### src/rtl/rxaf_pkg.sv
package rxaf_pkg;
    localparam int DATA_W = 8;
    localparam int BASE_W = 5;
    localparam int SRC_W  = 2;
    localparam int ERR_W  = 3;

    typedef enum logic [1:0] {
        MODE_NINTH  = 2'd0,
        MODE_BREAK  = 2'd1,
        MODE_SEARCH = 2'd2,
        MODE_SRCH2  = 2'd3
    } match_mode_e;

    localparam logic [SRC_W-1:0] SRC_ERR   = 2'd0;
    localparam logic [SRC_W-1:0] SRC_ADDR  = 2'd1;
    localparam logic [SRC_W-1:0] SRC_RXDAT = 2'd2;
    localparam logic [SRC_W-1:0] SRC_TX    = 2'd3;

    localparam logic [1:0] SEL_CMP  = 2'd0;
    localparam logic [1:0] SEL_BASE = 2'd1;
    localparam logic [1:0] SEL_MODE = 2'd2;
endpackage

### src/rtl/rxaf_regs.sv
module rxaf_regs
    import rxaf_pkg::*;
(
    input  logic                    clk,
    input  logic                    rst,
    input  logic                    cfg_we,
    input  logic [1:0]              cfg_sel,
    input  logic [DATA_W-1:0]       cfg_wdata,
    output logic [DATA_W-1:0]       cmp_q,
    output logic [BASE_W-1:0]       base_q,
    output match_mode_e             mode_q,
    output logic                    mode_wr
);
    typedef struct packed {
        logic [DATA_W-1:0] cmp;
        logic [BASE_W-1:0] base;
        match_mode_e       mode;
    } regs_t;

    regs_t r_d, r_q;

    always_comb begin
        r_d     = r_q;
        mode_wr = 1'b0;
        if (cfg_we) begin
            unique case (cfg_sel)
                SEL_CMP:  r_d.cmp  = cfg_wdata;
                SEL_BASE: r_d.base = cfg_wdata[DATA_W-1 -: BASE_W];
                SEL_MODE: begin
                    r_d.mode = match_mode_e'(cfg_wdata[1:0]);
                    mode_wr  = 1'b1;
                end
                default: ;
            endcase
        end
    end

    always_ff @(posedge clk) begin
        if (rst) begin
            r_q <= '{cmp: '0, base: '0, mode: MODE_NINTH};
        end else begin
            r_q <= r_d;
        end
    end

    assign cmp_q  = r_q.cmp;
    assign base_q = r_q.base;
    assign mode_q = r_q.mode;


    cmp_load_chk: assert property (@(posedge clk) disable iff (rst)
        (cfg_we && cfg_sel == SEL_CMP) |=> (cmp_q == $past(cfg_wdata)));
endmodule

### src/rtl/rxaf_match.sv
module rxaf_match
    import rxaf_pkg::*;
(
    input  logic                clk,
    input  logic                rst,
    input  match_mode_e         mode_q,
    input  logic                mode_wr,
    input  logic [DATA_W-1:0]   cmp_q,
    input  logic                rx_valid,
    input  logic [DATA_W-1:0]   rx_data,
    input  logic                rx_bit8,
    input  logic                brk_det,
    input  logic                pend_clr,
    output logic                addr_pend,
    output logic                data_fwd,
    output logic                match_ev,
    output logic                fwd_ev
);
    typedef struct packed {
        logic pend;
        logic armed;
        logic fwd;
    } filt_t;

    filt_t f_d, f_q;
    logic  search_mode;
    logic  is_addr;
    logic  hit;

    always_comb begin
        search_mode = (mode_q == MODE_SEARCH) || (mode_q == MODE_SRCH2);
        unique case (mode_q)
            MODE_NINTH: is_addr = rx_bit8;
            MODE_BREAK: is_addr = f_q.armed;
            default:    is_addr = 1'b1;
        endcase
        hit = rx_valid && is_addr && (rx_data == cmp_q);

        f_d     = f_q;
        f_d.fwd = rx_valid && (search_mode || (!is_addr && f_q.pend));

        if (pend_clr) f_d.pend = 1'b0;
        if (rx_valid && is_addr) begin
            if (hit)               f_d.pend = 1'b1;
            else if (!search_mode) f_d.pend = 1'b0;
        end

        if (rx_valid && f_q.armed) f_d.armed = 1'b0;
        if (brk_det && mode_q == MODE_BREAK) f_d.armed = 1'b1;

        if (mode_wr) begin
            f_d.pend  = 1'b0;
            f_d.armed = 1'b0;
        end

        match_ev = hit;
        fwd_ev   = f_d.fwd;
    end

    always_ff @(posedge clk) begin
        if (rst) f_q <= '0;
        else     f_q <= f_d;
    end

    assign addr_pend = f_q.pend;
    assign data_fwd  = f_q.fwd;


    fwd_needs_char_chk: assert property (@(posedge clk) disable iff (rst)
        data_fwd |-> $past(rx_valid));


    addr_not_fwd_chk: assert property (@(posedge clk) disable iff (rst)
        (rx_valid && rx_bit8 && mode_q == MODE_NINTH && !mode_wr) |=> !data_fwd);


    clr_wins_chk: assert property (@(posedge clk) disable iff (rst)
        (pend_clr && !rx_valid) |=> !addr_pend);


    mode_wr_clr_chk: assert property (@(posedge clk) disable iff (rst)
        mode_wr |=> !addr_pend);
endmodule

### src/rtl/rxaf_vector.sv
module rxaf_vector
    import rxaf_pkg::*;
(
    input  logic                clk,
    input  logic                rst,
    input  logic [BASE_W-1:0]   base_q,
    input  logic [ERR_W-1:0]    rx_err,
    input  logic                brk_det,
    input  logic                match_ev,
    input  logic                fwd_ev,
    input  logic                rx_dma_eob,
    input  logic                tx_empty,
    input  logic                tx_dma_eob,
    output logic [DATA_W-1:0]   irq_vec
);
    typedef struct packed {
        logic [SRC_W-1:0] code;
    } vec_t;

    vec_t v_d, v_q;
    logic any_src;

    always_comb begin
        v_d     = v_q;
        any_src = 1'b1;
        if (|rx_err)                     v_d.code = SRC_ERR;
        else if (brk_det || match_ev)    v_d.code = SRC_ADDR;
        else if (fwd_ev || rx_dma_eob)   v_d.code = SRC_RXDAT;
        else if (tx_empty || tx_dma_eob) v_d.code = SRC_TX;
        else                             any_src  = 1'b0;
    end

    always_ff @(posedge clk) begin
        if (rst) v_q <= '0;
        else     v_q <= v_d;
    end

    assign irq_vec = {base_q, v_q.code, 1'b0};


    err_first_chk: assert property (@(posedge clk) disable iff (rst)
        (|rx_err) |=> (irq_vec[2:1] == SRC_ERR));


    code_hold_chk: assert property (@(posedge clk) disable iff (rst)
        !any_src |=> $stable(irq_vec[2:1]));
endmodule

### src/rtl/rx_addr_filter.sv
module rx_addr_filter
    import rxaf_pkg::*;
(
    input  logic        clk,
    input  logic        rst,
    input  logic        cfg_we,
    input  logic [1:0]  cfg_sel,
    input  logic [7:0]  cfg_wdata,
    input  logic        rx_valid,
    input  logic [7:0]  rx_data,
    input  logic        rx_bit8,
    input  logic        brk_det,
    input  logic [2:0]  rx_err,
    input  logic        rx_dma_eob,
    input  logic        tx_empty,
    input  logic        tx_dma_eob,
    input  logic        pend_clr,
    output logic        addr_pend,
    output logic        data_fwd,
    output logic [7:0]  irq_vec
);
    logic [DATA_W-1:0] cmp_q;
    logic [BASE_W-1:0] base_q;
    match_mode_e       mode_q;
    logic              mode_wr;
    logic              match_ev;
    logic              fwd_ev;

    rxaf_regs u_regs (
        .clk(clk), .rst(rst), .cfg_we(cfg_we), .cfg_sel(cfg_sel),
        .cfg_wdata(cfg_wdata), .cmp_q(cmp_q), .base_q(base_q),
        .mode_q(mode_q), .mode_wr(mode_wr)
    );

    rxaf_match u_match (
        .clk(clk), .rst(rst), .mode_q(mode_q), .mode_wr(mode_wr),
        .cmp_q(cmp_q), .rx_valid(rx_valid), .rx_data(rx_data),
        .rx_bit8(rx_bit8), .brk_det(brk_det), .pend_clr(pend_clr),
        .addr_pend(addr_pend), .data_fwd(data_fwd),
        .match_ev(match_ev), .fwd_ev(fwd_ev)
    );

    rxaf_vector u_vector (
        .clk(clk), .rst(rst), .base_q(base_q), .rx_err(rx_err),
        .brk_det(brk_det), .match_ev(match_ev), .fwd_ev(fwd_ev),
        .rx_dma_eob(rx_dma_eob), .tx_empty(tx_empty),
        .tx_dma_eob(tx_dma_eob), .irq_vec(irq_vec)
    );
endmodule

### config.mk
export PLATFORM = sky130hd
export DESIGN_NAME = rx_addr_filter
export DESIGN_NICKNAME = d
export VERILOG_FILES = /design/src/rtl/rxaf_pkg.sv /design/src/rtl/rxaf_regs.sv /design/src/rtl/rxaf_match.sv /design/src/rtl/rxaf_vector.sv /design/src/rtl/rx_addr_filter.sv
export SDC_FILE = /design/constraint.sdc
export NUM_CORES = 1
export LEC_CHECK = 0
export BUFFER_PORTS_ARGS = -buffer_cell sky130_fd_sc_hd__buf_4
export CORE_MARGIN = 1.5
export CORE_UTILIZATION = 24
export CTS_CLUSTER_SIZE = 30
export DETAILED_ROUTE_END_ITERATION = 8
export SYNTH_ARGS = -nofsm -noshare
export SYNTH_HDL_FRONTEND = slang
export SYNTH_SLANG_ARGS = --single-unit
### constraint.sdc
create_clock -name clk -period 1.6 [get_ports clk]
set_clock_uncertainty 0.15 [all_clocks]
set_input_delay 0.24 -clock clk [delete_from_list [all_inputs] [get_ports clk]]
set_output_delay 0.24 -clock clk [all_outputs]
set_load 0.01 [all_outputs]
==> results.toml <==
[floorplanning]
die_w_microns = 63.71
io_pins = 41
dieHeight_microns = 63.71
core-area_sq_mm = 0.003442
rows = 21
dieArea_sq_mm = 0.004059
floorplan.initialDensity_pct = 25.70

[timing]
rsz0062_at_grt = "no"
whs_ns = 0.07309
final.min_clock_period_ns = 1.486
tns_ns = 0
setup_viol = 0
fin_crit_sh_pct = 92.89
max_freq_mhz = 672.8
slew_viol_final = 0
setup_ws_ns = 0.1137
hold_violations = 0

[placement]
place_inst = 176
placed_area_sq_mm = 0.001236
hpwl_mm = 1.701
io_buffers = 39
place_congestion = 0.8374
pre_cts_ws_ns = 0.1128

[finish]
n_antenna_cell = 0
n_fill_cell = 356
synthToLayoutAreaGrowth_pct = 47.38
final_util_pct = 37.88
layout.nets = 166
multi_input_area_sq_um = 467.9
drive_above_1_share_pct = 38.06
final_area_sq_mm = 0.001304
fin_cells = 180
final-seq-area_sq_um = 400.4

[synth]
yosysTopAreaCell = "dfxtp_1"
synth_top_area_share_pct = 45.26
ys_seq_area_share_pct = 45.26
synth.top_cells.by_count = "dfxtp_1, nor2_1, mux2i_1, xor2_1, a21oi_1"
ys.flop_type = "dfxtp_1"
syn_area_per_cell_sq_um = 9.615
async_reset_ff_share_pct = 0
synthDistinctLibCells = 26
syn_inst = 92
syn_nets = 123
synth.area.top_cells = "dfxtp_1, mux2i_1, nor2_1"
synth_most_common_cell = "dfxtp_1"
yosysWarnings = 0
ys_ff_latch = 20
syn_area_sq_um = 884.6
synth_edf_count = 0

[min_path]
hp-class = "in2reg"

[grt]
grt_pass1_vias = 769
grt.total_usage_pct = 11.33
grt-ovfl-total = 0
grt_first_pass_wirelength_mm = 3.532
grt_max_degree = 18
antenna_found_initial = 0

[drt]
dr.pass1.iters = 4
post_drt_via_cell_ratio = 4.417
post_drt_wl_per_cell_microns = 11.87
drt_iter0_markers = 39
wl_mm = 2.137
antenna_left = 0
num_vias = 795
drcViolationCount = 0

[power_and_ir_drop]
p_switching_mw = 0.2398
p_total_mw = 1.063
power_leakage_nw = 0.6120
comb_power_share_pct = 14.8
p_int_mw = 0.8232
pwr-share-clk_pct = 36.2
vdd_drop_max_mv = 0.2415
swShare_pct = 22.56
powerDensity_mw_per_mm2 = 815.3
pwr-share-seq_pct = 49.0

[flow_run]
cap_violations = 0

[worst_setup_path]
path_class = "reg2reg"
critPathCaptureType = "flip-flop"
cp.required_ns = 1.64
cp.arrival_ns = 1.53
cp-start-kind = "flip-flop"
worstPathMaxFanout = 4

[clock_tree]
h-tree-depth = 1
ctsHoldBuffers = 0
clkLatencyLatePin_ns = 0.26
cts.reportedPaths.clkPinSlew_ns = 0.07
cts_tree = "done"
root_buffer = "clkbuf_8"
clk_path_buf_depth = 2
cts-resized-gates = 0
numCtsBuffers = 3
cts_setup_buffers = 0
cts_num_sinks = 20

[outcome]
run_status = "complete, no violations"
-- routing by layer --
metal	wire length (microns)	vias to the layer above	GRT usage [%]
met4	32	0	4.891
met3	179	4	3.571
met1	976	357	14.33
met2	948	38	17.63
li1	-	396	-
met5	0	-	0
-- layout make-up --
class | instances | share of cell area, %
clock buffers | 4 | 4.223
inverters | 2 | 0.5758
multi-input cells | 66 | 35.89
flip-flops and latches | 20 | 30.71
well taps | 46 | 4.415
repair buffers | 42 | 24.18
-- state kept, by name, indices dropped and copies added, names as in the netlist --
name               cells
u_regs.base_q          5
u_regs.cmp_q           8
u_vector.v_q           2
u_match.f_q            1
u_match.addr_pend      1
u_regs.mode_q          2
u_match.data_fwd       1
-- final timing paths --
| check | start | to | slack (ns) | cells past startpoint |
|---|---|---|---|---|
| setup / recovery | u_regs.mode_q[0] | u_vector.v_q[1] | 0.11 | 4 |
| hold reg to reg | u_match.f_q[1] | u_match.f_q[1] | 0.33 | 2 |
| setup reg to reg | u_regs.mode_q[0] | u_vector.v_q[1] | 0.11 | 4 |
| hold / removal | cfg_wdata[6] | u_regs.base_q[3] | 0.07 | 3 |
-- cells by family (layout without fill, tap and decap cells) --
logic type,count (synthesis),count (layout),synth area share [%]
AND/OR/NAND/NOR,32,32,18.10
flip-flops,20,20,45.26
multiplexers,16,16,18.67
AO/OA/AOI/OAI,9,9,6.364
XOR/XNOR,8,8,7.921
buffers and inverters,6,48,3.253
other,1,1,0.4239
-- layout by cell type (no fill, tap or decap), types with 2 or more instances in the layout --
cell	Yosys	routed
buf_4	1	42
dfxtp_1	20	20
nor2_1	17	17
mux2i_1	15	15
xor2_1	7	7
clkbuf_8	0	4
a21oi_1	3	3
nand3b_1	2	2
nor3_1	2	2
nand2_1	2	2
o21ai_0	2	2
inv_1	2	2
nand2b_1	2	2
-- worst max-delay path: stages (launching register included) --
cell and delay, ns:
dfxtp_1 0.38, mux2_4 0.33, o211a_1 0.24, a31oi_2 0.14
nor3b_2 0.17
-- power by group through the flow --
stage / Combinational, mW / Clock, mW / Sequential, mW
2_1_floorplan: 0.0658 / 0 / 0.534
3_3_place_gp: 0.153 / 0 / 0.532
3_5_place_dp: 0.155 / 0 / 0.533
4_1_cts: 0.156 / 0.395 / 0.521
5_1_grt: 0.173 / 0.419 / 0.523
6_report: 0.157 / 0.384 / 0.521
No activity file was read; power rests on OpenSTA's default activity.
